===== src/rtl/planar_write_pkg.sv =====
package planar_write_pkg;

    localparam int BYTE_W  = 8;
    localparam int PLANES  = 4;
    localparam int ROT_W   = $clog2(BYTE_W);
    localparam int WORD_W  = BYTE_W * PLANES;
    localparam int ADDR_W  = 3;
    localparam int MODE_W  = 2;

    typedef enum logic [1:0] {
        LOP_PASS = 2'd0,
        LOP_AND  = 2'd1,
        LOP_OR   = 2'd2,
        LOP_XOR  = 2'd3
    } logic_op_e;

    localparam logic [ADDR_W-1:0] A_ROT    = 3'd0;
    localparam logic [ADDR_W-1:0] A_SR     = 3'd1;
    localparam logic [ADDR_W-1:0] A_SR_EN  = 3'd2;
    localparam logic [ADDR_W-1:0] A_LOP    = 3'd3;
    localparam logic [ADDR_W-1:0] A_MASK   = 3'd4;
    localparam logic [ADDR_W-1:0] A_PLANE  = 3'd5;
    localparam logic [ADDR_W-1:0] A_MODE   = 3'd6;

    typedef struct packed {
        logic [ROT_W-1:0]  rot;
        logic [PLANES-1:0] sr_val;
        logic [PLANES-1:0] sr_en;
        logic_op_e         lop;
        logic [BYTE_W-1:0] mask;
        logic [PLANES-1:0] plane_en;
        logic [MODE_W-1:0] mode;
    } wr_cfg_t;

endpackage


===== src/rtl/pw_cfg_bank.sv =====
module pw_cfg_bank
    import planar_write_pkg::*;
(
    input  logic              clk,
    input  logic              rst_n,
    input  logic              cfg_we,
    input  logic [ADDR_W-1:0] cfg_addr,
    input  logic [BYTE_W-1:0] cfg_wdata,
    output wr_cfg_t           cfg
);

    wr_cfg_t cfg_d, cfg_q;

    always_comb begin
        cfg_d = cfg_q;
        if (cfg_we) begin
            case (cfg_addr)
                A_ROT:   cfg_d.rot      = cfg_wdata[ROT_W-1:0];
                A_SR:    cfg_d.sr_val   = cfg_wdata[PLANES-1:0];
                A_SR_EN: cfg_d.sr_en    = cfg_wdata[PLANES-1:0];
                A_LOP:   cfg_d.lop      = logic_op_e'(cfg_wdata[1:0]);
                A_MASK:  cfg_d.mask     = cfg_wdata;
                A_PLANE: cfg_d.plane_en = cfg_wdata[PLANES-1:0];
                A_MODE:  cfg_d.mode     = cfg_wdata[MODE_W-1:0];
                default: cfg_d = cfg_q;
            endcase
        end
    end

    always_ff @(posedge clk) begin
        if (!rst_n) cfg_q <= '0;
        else        cfg_q <= cfg_d;
    end

    assign cfg = cfg_q;

    // settings only move on a register write
    assert_cfg_hold_R9: assert property (@(posedge clk) disable iff (!rst_n)
        !cfg_we |=> $stable(cfg_q));

endmodule


===== src/rtl/pw_rotator.sv =====
module pw_rotator
    import planar_write_pkg::*;
#(
    parameter int W   = BYTE_W,
    parameter int CW  = $clog2(W)
) (
    input  logic [W-1:0]  din,
    input  logic [CW-1:0] count,
    output logic [W-1:0]  dout
);

    // right rotation: output bit i comes from input bit (i + count) mod W
    for (genvar i = 0; i < W; i++) begin : g_bit
        logic [CW-1:0] src;
        assign src     = CW'(i) + count;
        assign dout[i] = din[src];
    end

endmodule


===== src/rtl/pw_plane_source.sv =====
module pw_plane_source
    import planar_write_pkg::*;
#(
    parameter int W = BYTE_W,
    parameter int P = PLANES
) (
    input  logic [W-1:0]   byte_in,
    input  logic [P-1:0]   sr_en,
    input  logic [P-1:0]   sr_val,
    output logic [W*P-1:0] planes
);

    for (genvar p = 0; p < P; p++) begin : g_plane
        always_comb begin
            if (sr_en[p]) planes[p*W +: W] = {W{sr_val[p]}};
            else          planes[p*W +: W] = byte_in;
        end
    end

endmodule


===== src/rtl/pw_combine.sv =====
module pw_combine
    import planar_write_pkg::*;
#(
    parameter int W = BYTE_W,
    parameter int P = PLANES
) (
    input  logic [W*P-1:0] src,
    input  logic [W*P-1:0] latch,
    input  logic_op_e      lop,
    input  logic [W-1:0]   mask,
    output logic [W*P-1:0] result
);

    for (genvar p = 0; p < P; p++) begin : g_plane
        logic [W-1:0] a, l, r;
        assign a = src[p*W +: W];
        assign l = latch[p*W +: W];
        always_comb begin
            case (lop)
                LOP_AND: r = a & l;
                LOP_OR:  r = a | l;
                LOP_XOR: r = a ^ l;
                default: r = a;
            endcase
        end
        assign result[p*W +: W] = (r & mask) | (l & ~mask);
    end

endmodule


===== src/rtl/planar_write_pipe.sv =====
module planar_write_pipe
    import planar_write_pkg::*;
(
    input  logic              clk,
    input  logic              rst_n,
    input  logic              cfg_we,
    input  logic [2:0]        cfg_addr,
    input  logic [7:0]        cfg_wdata,
    input  logic              wr_req,
    input  logic [7:0]        host_byte,
    input  logic [31:0]       latch_in,
    output logic [31:0]       mem_wdata,
    output logic [3:0]        plane_strobe
);

    wr_cfg_t             cfg;
    logic [BYTE_W-1:0]   rot_byte;
    logic [WORD_W-1:0]   plane_src;

    pw_cfg_bank u_cfg (
        .clk       (clk),
        .rst_n     (rst_n),
        .cfg_we    (cfg_we),
        .cfg_addr  (cfg_addr),
        .cfg_wdata (cfg_wdata),
        .cfg       (cfg)
    );

    pw_rotator #(.W(BYTE_W), .CW(ROT_W)) u_rot (
        .din   (host_byte),
        .count (cfg.rot),
        .dout  (rot_byte)
    );

    pw_plane_source #(.W(BYTE_W), .P(PLANES)) u_src (
        .byte_in (rot_byte),
        .sr_en   (cfg.sr_en),
        .sr_val  (cfg.sr_val),
        .planes  (plane_src)
    );

    pw_combine #(.W(BYTE_W), .P(PLANES)) u_comb (
        .src    (plane_src),
        .latch  (latch_in),
        .lop    (cfg.lop),
        .mask   (cfg.mask),
        .result (mem_wdata)
    );

    always_comb begin
        plane_strobe = '0;
        if (wr_req && (cfg.mode == '0)) plane_strobe = cfg.plane_en;
    end

    // zero count leaves the host byte untouched
    assert_rot_zero_R2: assert property (@(posedge clk) disable iff (!rst_n)
        (cfg.rot == '0) |-> (rot_byte == host_byte));

    // masked-off bit positions always carry the latch
    assert_mask_keep_R6: assert property (@(posedge clk) disable iff (!rst_n)
        (((mem_wdata ^ latch_in) & ~{PLANES{cfg.mask}}) == '0));

    // no strobe without a host write
    assert_strobe_idle_R7: assert property (@(posedge clk) disable iff (!rst_n)
        !wr_req |-> (plane_strobe == '0));

    // other write modes never store
    assert_mode_gate_R8: assert property (@(posedge clk) disable iff (!rst_n)
        (cfg.mode != '0) |-> (plane_strobe == '0));

endmodule


===== config.mk =====
export PLATFORM = sky130hd
export DESIGN_NAME = planar_write_pipe
export DESIGN_NICKNAME = d
export VERILOG_FILES = /design/src/rtl/planar_write_pkg.sv /design/src/rtl/pw_cfg_bank.sv /design/src/rtl/pw_rotator.sv /design/src/rtl/pw_plane_source.sv /design/src/rtl/pw_combine.sv /design/src/rtl/planar_write_pipe.sv
export SDC_FILE = /design/constraint.sdc
export NUM_CORES = 1
export LEC_CHECK = 0
export BUFFER_PORTS_ARGS = -buffer_cell sky130_fd_sc_hd__buf_2
export CAP_MARGIN = 20
export CELL_PAD_IN_SITES_DETAIL_PLACEMENT = 1
export CELL_PAD_IN_SITES_GLOBAL_PLACEMENT = 2
export CORE_MARGIN = 2
export CORE_UTILIZATION = 35
export DETAILED_ROUTE_END_ITERATION = 8
export PLACE_DENSITY = 0.95
export SLEW_MARGIN = 20
export SYNTH_ARGS = -nofsm -noshare
export SYNTH_HDL_FRONTEND = slang
export SYNTH_SLANG_ARGS = --single-unit

===== constraint.sdc =====
create_clock -name clk -period 5 [get_ports clk]
set_input_delay 0.5 -clock clk [delete_from_list [all_inputs] [get_ports clk]]
set_output_delay 0.5 -clock clk [all_outputs]
set_load 0.05 [all_outputs]

==> run summary <==
The worst clock skew came out at 0 ps. Setup repair after global routing left no endpoint under its margin. Data on the critical path is required at its endpoint by 4500 ps. In this run the tool buffered the top-level ports with 90 buffer cells. The type of element launching the critical path is a flip-flop. The final setup TNS came out at 0 ps. The normalized max-slew margin came out at 38.4%. The tree built by TritonCTS fans out to 27 sinks. Along the worst path, the maximum fanout reaches 12. The arrival time reported for the critical path endpoint is 3880 ps. In this run the number of H-tree levels came out at 1. The number of max-cap violations came out at 0.

The path class of the tightest hold or removal check is input pin to flip-flop. At the pin with the least slew margin, the transition time is 922 ps. The setup-violating endpoint count in the final report came out at 0.

The number of antenna diodes is 0. The global-route wire length before repair is 21.7 mm. The remaining global-route overflow is 0. The most critical setup path has its endpoint at mem_wdata[19]. The share of cells above drive strength 1 is 20.3%. The run finished with clean final reports. The clock period minus final worst setup slack came out at 4380 ps. Among all flip-flop cells after synthesis, the most frequent one is sky130_fd_sc_hd__dfxtp_1.

The critical path starts at u_cfg.cfg[24]$_SDFFE_PN0P_. The number of detailed-routing iterations run before antenna repair is 4. The area of the mapped netlist is 4120 um2. The total number of nets in the final design came out at 674. The reg-to-reg setup timing slack came out at 3830 ps. The leakage power of the design is 2.12 nW. The highest achievable clock rate came out at 0.229 GHz. The via count of the first global-routing pass is 4280. The critical path in this run is classified as flip-flop to primary output.

Ranked by instance count, the synthesized netlist is headed by sky130_fd_sc_hd__mux2i_1 (69), sky130_fd_sc_hd__ha_1 (66), sky130_fd_sc_hd__inv_1 (63). In this run the power density over the cells is 161 nW/um2. TritonCTS built the clock tree.

The origin of the critical flop-to-flop path is u_cfg.cfg[18]$_SDFFE_PN0P_. The post-CTS setup repair buffer count is 0. The count of endpoints failing hold in the final timing report is 0. Each instance of the synthesized netlist takes up on average 8.40 um2. The first routing iteration left 177 violations.

The number of flops mapped to enable cells by yosys came out at 0. CTS placed an instance of sky130_fd_sc_hd__clkbuf_16 at the clock tree root. After layout, the design draws a total of 0.000755 W.

The fraction of registers with async set or reset after synthesis is 0%. The sequential fraction of the synthesis area came out at 13.1%. The starting utilization of the core area is 36.0%. The max-slew violation total from the final report came to 0. The portion of synthesized cell area occupied by the leading cell type is 20.0%. In the post-synthesis netlist, the biggest area contributors are sky130_fd_sc_hd__ha_1 (20%), sky130_fd_sc_hd__mux2i_1 (17%), sky130_fd_sc_hd__dfxtp_1 (13%).

The number of flip-flops under the largest register name is 27. The clock transition at the registers of the reported paths is 60 ps. After synthesis the netlist holds a flip-flop and latch count of 27.

The total clock buffers created by CTS is 3. Counting along the longest clock path gives a buffer depth of 2. The site row count is 39. Routability-driven placement finished with a final weighted congestion of 0.839. The initial antenna violation count came out at 0. For this run, design rule violations remaining after detail routing come to 0. The post-synthesis cell count came out at 491. The latest clock arrival within the worst-skew pair is 260 ps. The average wire per standard cell is 19.0 um. The standard cell core area is 11500 um2.

The largest voltage drop on the vdd net came out at 0.114 mV. The endpoint of the worst-slack reg-to-reg timing path is u_cfg.cfg[18]$_SDFFE_PN0P_. The final core utilization came out at 40.9%. The number of vias after detailed routing is 3933. From synthesis to final layout, the design area changed by 13.7%. The distinct cell type count after synthesis came out at 34.

The I/O pin count came out at 91. The die extent in x came out at 113 um. The global-route total usage across every layer came out at 20.9%. Measured along the y axis, the die boundary spans 113 um. The pin count of the biggest net entering global routing came out at 39.

Measured in cells, the most critical reg-to-reg path has a length of 2. The remaining number of nets flagged by the antenna check after routing is 0. The number of nets handed over by synthesis was 612.

The warning count from the yosys run came out at 0. The kind of end point of the critical path is a primary output. The floorplan step defined a die boundary enclosing 12700 um2. After detailed routing, the number of vias per cell comes to 5.66. The most frequent cell after synthesis is sky130_fd_sc_hd__mux2i_1. The share of the clock period used by the worst path is 87.5%. The cell taking the most area after synthesis is sky130_fd_sc_hd__ha_1.

The routed wire length came out at 13.2 mm. The number of hold buffers added after cts is 0. Once detailed placement completed, the half-perimeter wirelength came to 10.1 mm. The post-cts resize count is 0.
## layout make-up
| cell class | count | area [um2] |
|---|---|---|
| clock buffer | 4 | 78.8 |
| fill | 1378 | 6780 |
| inverter | 64 | 240 |
| multi-input combinational | 365 | 3190 |
| sequential | 27 | 542 |
| tap | 143 | 179 |
| timing repair buffer | 92 | 465 |
## how the worst min path moves through the flow
| stage | startpoint | endpoint | cells after the start |
|---|---|---|---|
| detailed placement | u_cfg.cfg[2]$_SDFFE_PN0P_ | u_cfg.cfg[2]$_SDFFE_PN0P_ | 2 |
| CTS | cfg_wdata[5] | u_cfg.cfg[11]$_SDFFE_PN0P_ | 3 |
| finish | cfg_wdata[5] | u_cfg.cfg[11]$_SDFFE_PN0P_ | 3 |
| global route | cfg_wdata[5] | u_cfg.cfg[11]$_SDFFE_PN0P_ | 3 |
| floorplan | u_cfg.cfg[2]$_SDFFE_PN0P_ | u_cfg.cfg[2]$_SDFFE_PN0P_ | 2 |
| global placement | u_cfg.cfg[5]$_SDFFE_PN0P_ | u_cfg.cfg[5]$_SDFFE_PN0P_ | 2 |
## logic make-up after synthesis
logic type               synth area share [%]
AO/OA/AOI/OAI                            22.6
XOR/XNOR                                0.637
adder cells (fa/ha/maj)                  20.0
buffers and inverters                    9.83
flip-flops                               13.1
multiplexers                             22.2
AND/OR/NAND/NOR                          11.6
## where the power goes
group          leakage (nW)  switching, W  internal (W)  total [W]
sequential            0.219    0.00000974      0.000220   0.000229
clock                0.0382     0.0000721      0.000109   0.000181
combinational          1.86      0.000218      0.000126   0.000344
total                  2.12      0.000300      0.000454   0.000755
## layer usage
| layer | up-vias | track usage [%] | routed length [um] | share of wire [%] |
|---|---|---|---|---|
| met5 | - | 0 | 0 | 0 |
| met4 | 0 | 3.25 | 73 | 0.55 |
| met3 | 6 | 1.84 | 587 | 4.5 |
| met2 | 90 | 40.0 | 6810 | 52 |
| met1 | 1950 | 25.8 | 5720 | 43 |
| li1 | 1887 | - | - | - |
## per-stage QoR
stage / instance area (um2) / std cells / setup WS (ps) / hold WS, ps
floorplan: 4120 / 491 / 1150 / 477
global placement: 4610 / 691 / 1140 / 493
detailed placement: 4610 / 691 / 910 / 506
CTS: 4690 / 695 / 605 / 504
global route: 4690 / 695 / 198 / 510
finish: 4690 / 695 / 625 / 505
## cells in the final DEF, fill, tap and decap left out, types with 5 or more instances in the layout
master                      n
sky130_fd_sc_hd__buf_2     90
sky130_fd_sc_hd__mux2i_1   69
sky130_fd_sc_hd__ha_1      66
sky130_fd_sc_hd__inv_1     63
sky130_fd_sc_hd__o21ai_0   56
sky130_fd_sc_hd__nor2b_1   27
sky130_fd_sc_hd__dfxtp_1   26
sky130_fd_sc_hd__a221oi_1  24
sky130_fd_sc_hd__a22o_1    24
sky130_fd_sc_hd__nand2_1    9
sky130_fd_sc_hd__nor2_1     9
sky130_fd_sc_hd__o21a_1     8
sky130_fd_sc_hd__o21ai_1    8
sky130_fd_sc_hd__and2_1     8
sky130_fd_sc_hd__a22oi_1    8
sky130_fd_sc_hd__nand3b_1   8
sky130_fd_sc_hd__a31oi_1    8
sky130_fd_sc_hd__mux4_2     6
sky130_fd_sc_hd__nor3_1     5
## critical path: stages, from the launching register on
cell                       delay (ps)
sky130_fd_sc_hd__dfxtp_1          510
sky130_fd_sc_hd__inv_2            160
sky130_fd_sc_hd__ha_1             560
sky130_fd_sc_hd__mux2i_1          280
sky130_fd_sc_hd__mux2i_1          110
sky130_fd_sc_hd__o211ai_1         730
sky130_fd_sc_hd__o21ai_0          190
sky130_fd_sc_hd__ha_1             240
sky130_fd_sc_hd__mux2i_1          130
sky130_fd_sc_hd__a22oi_1          110
sky130_fd_sc_hd__a31oi_1          220
sky130_fd_sc_hd__o21ai_0          110
sky130_fd_sc_hd__buf_2            260
No activity file was read; power rests on OpenSTA's default activity.
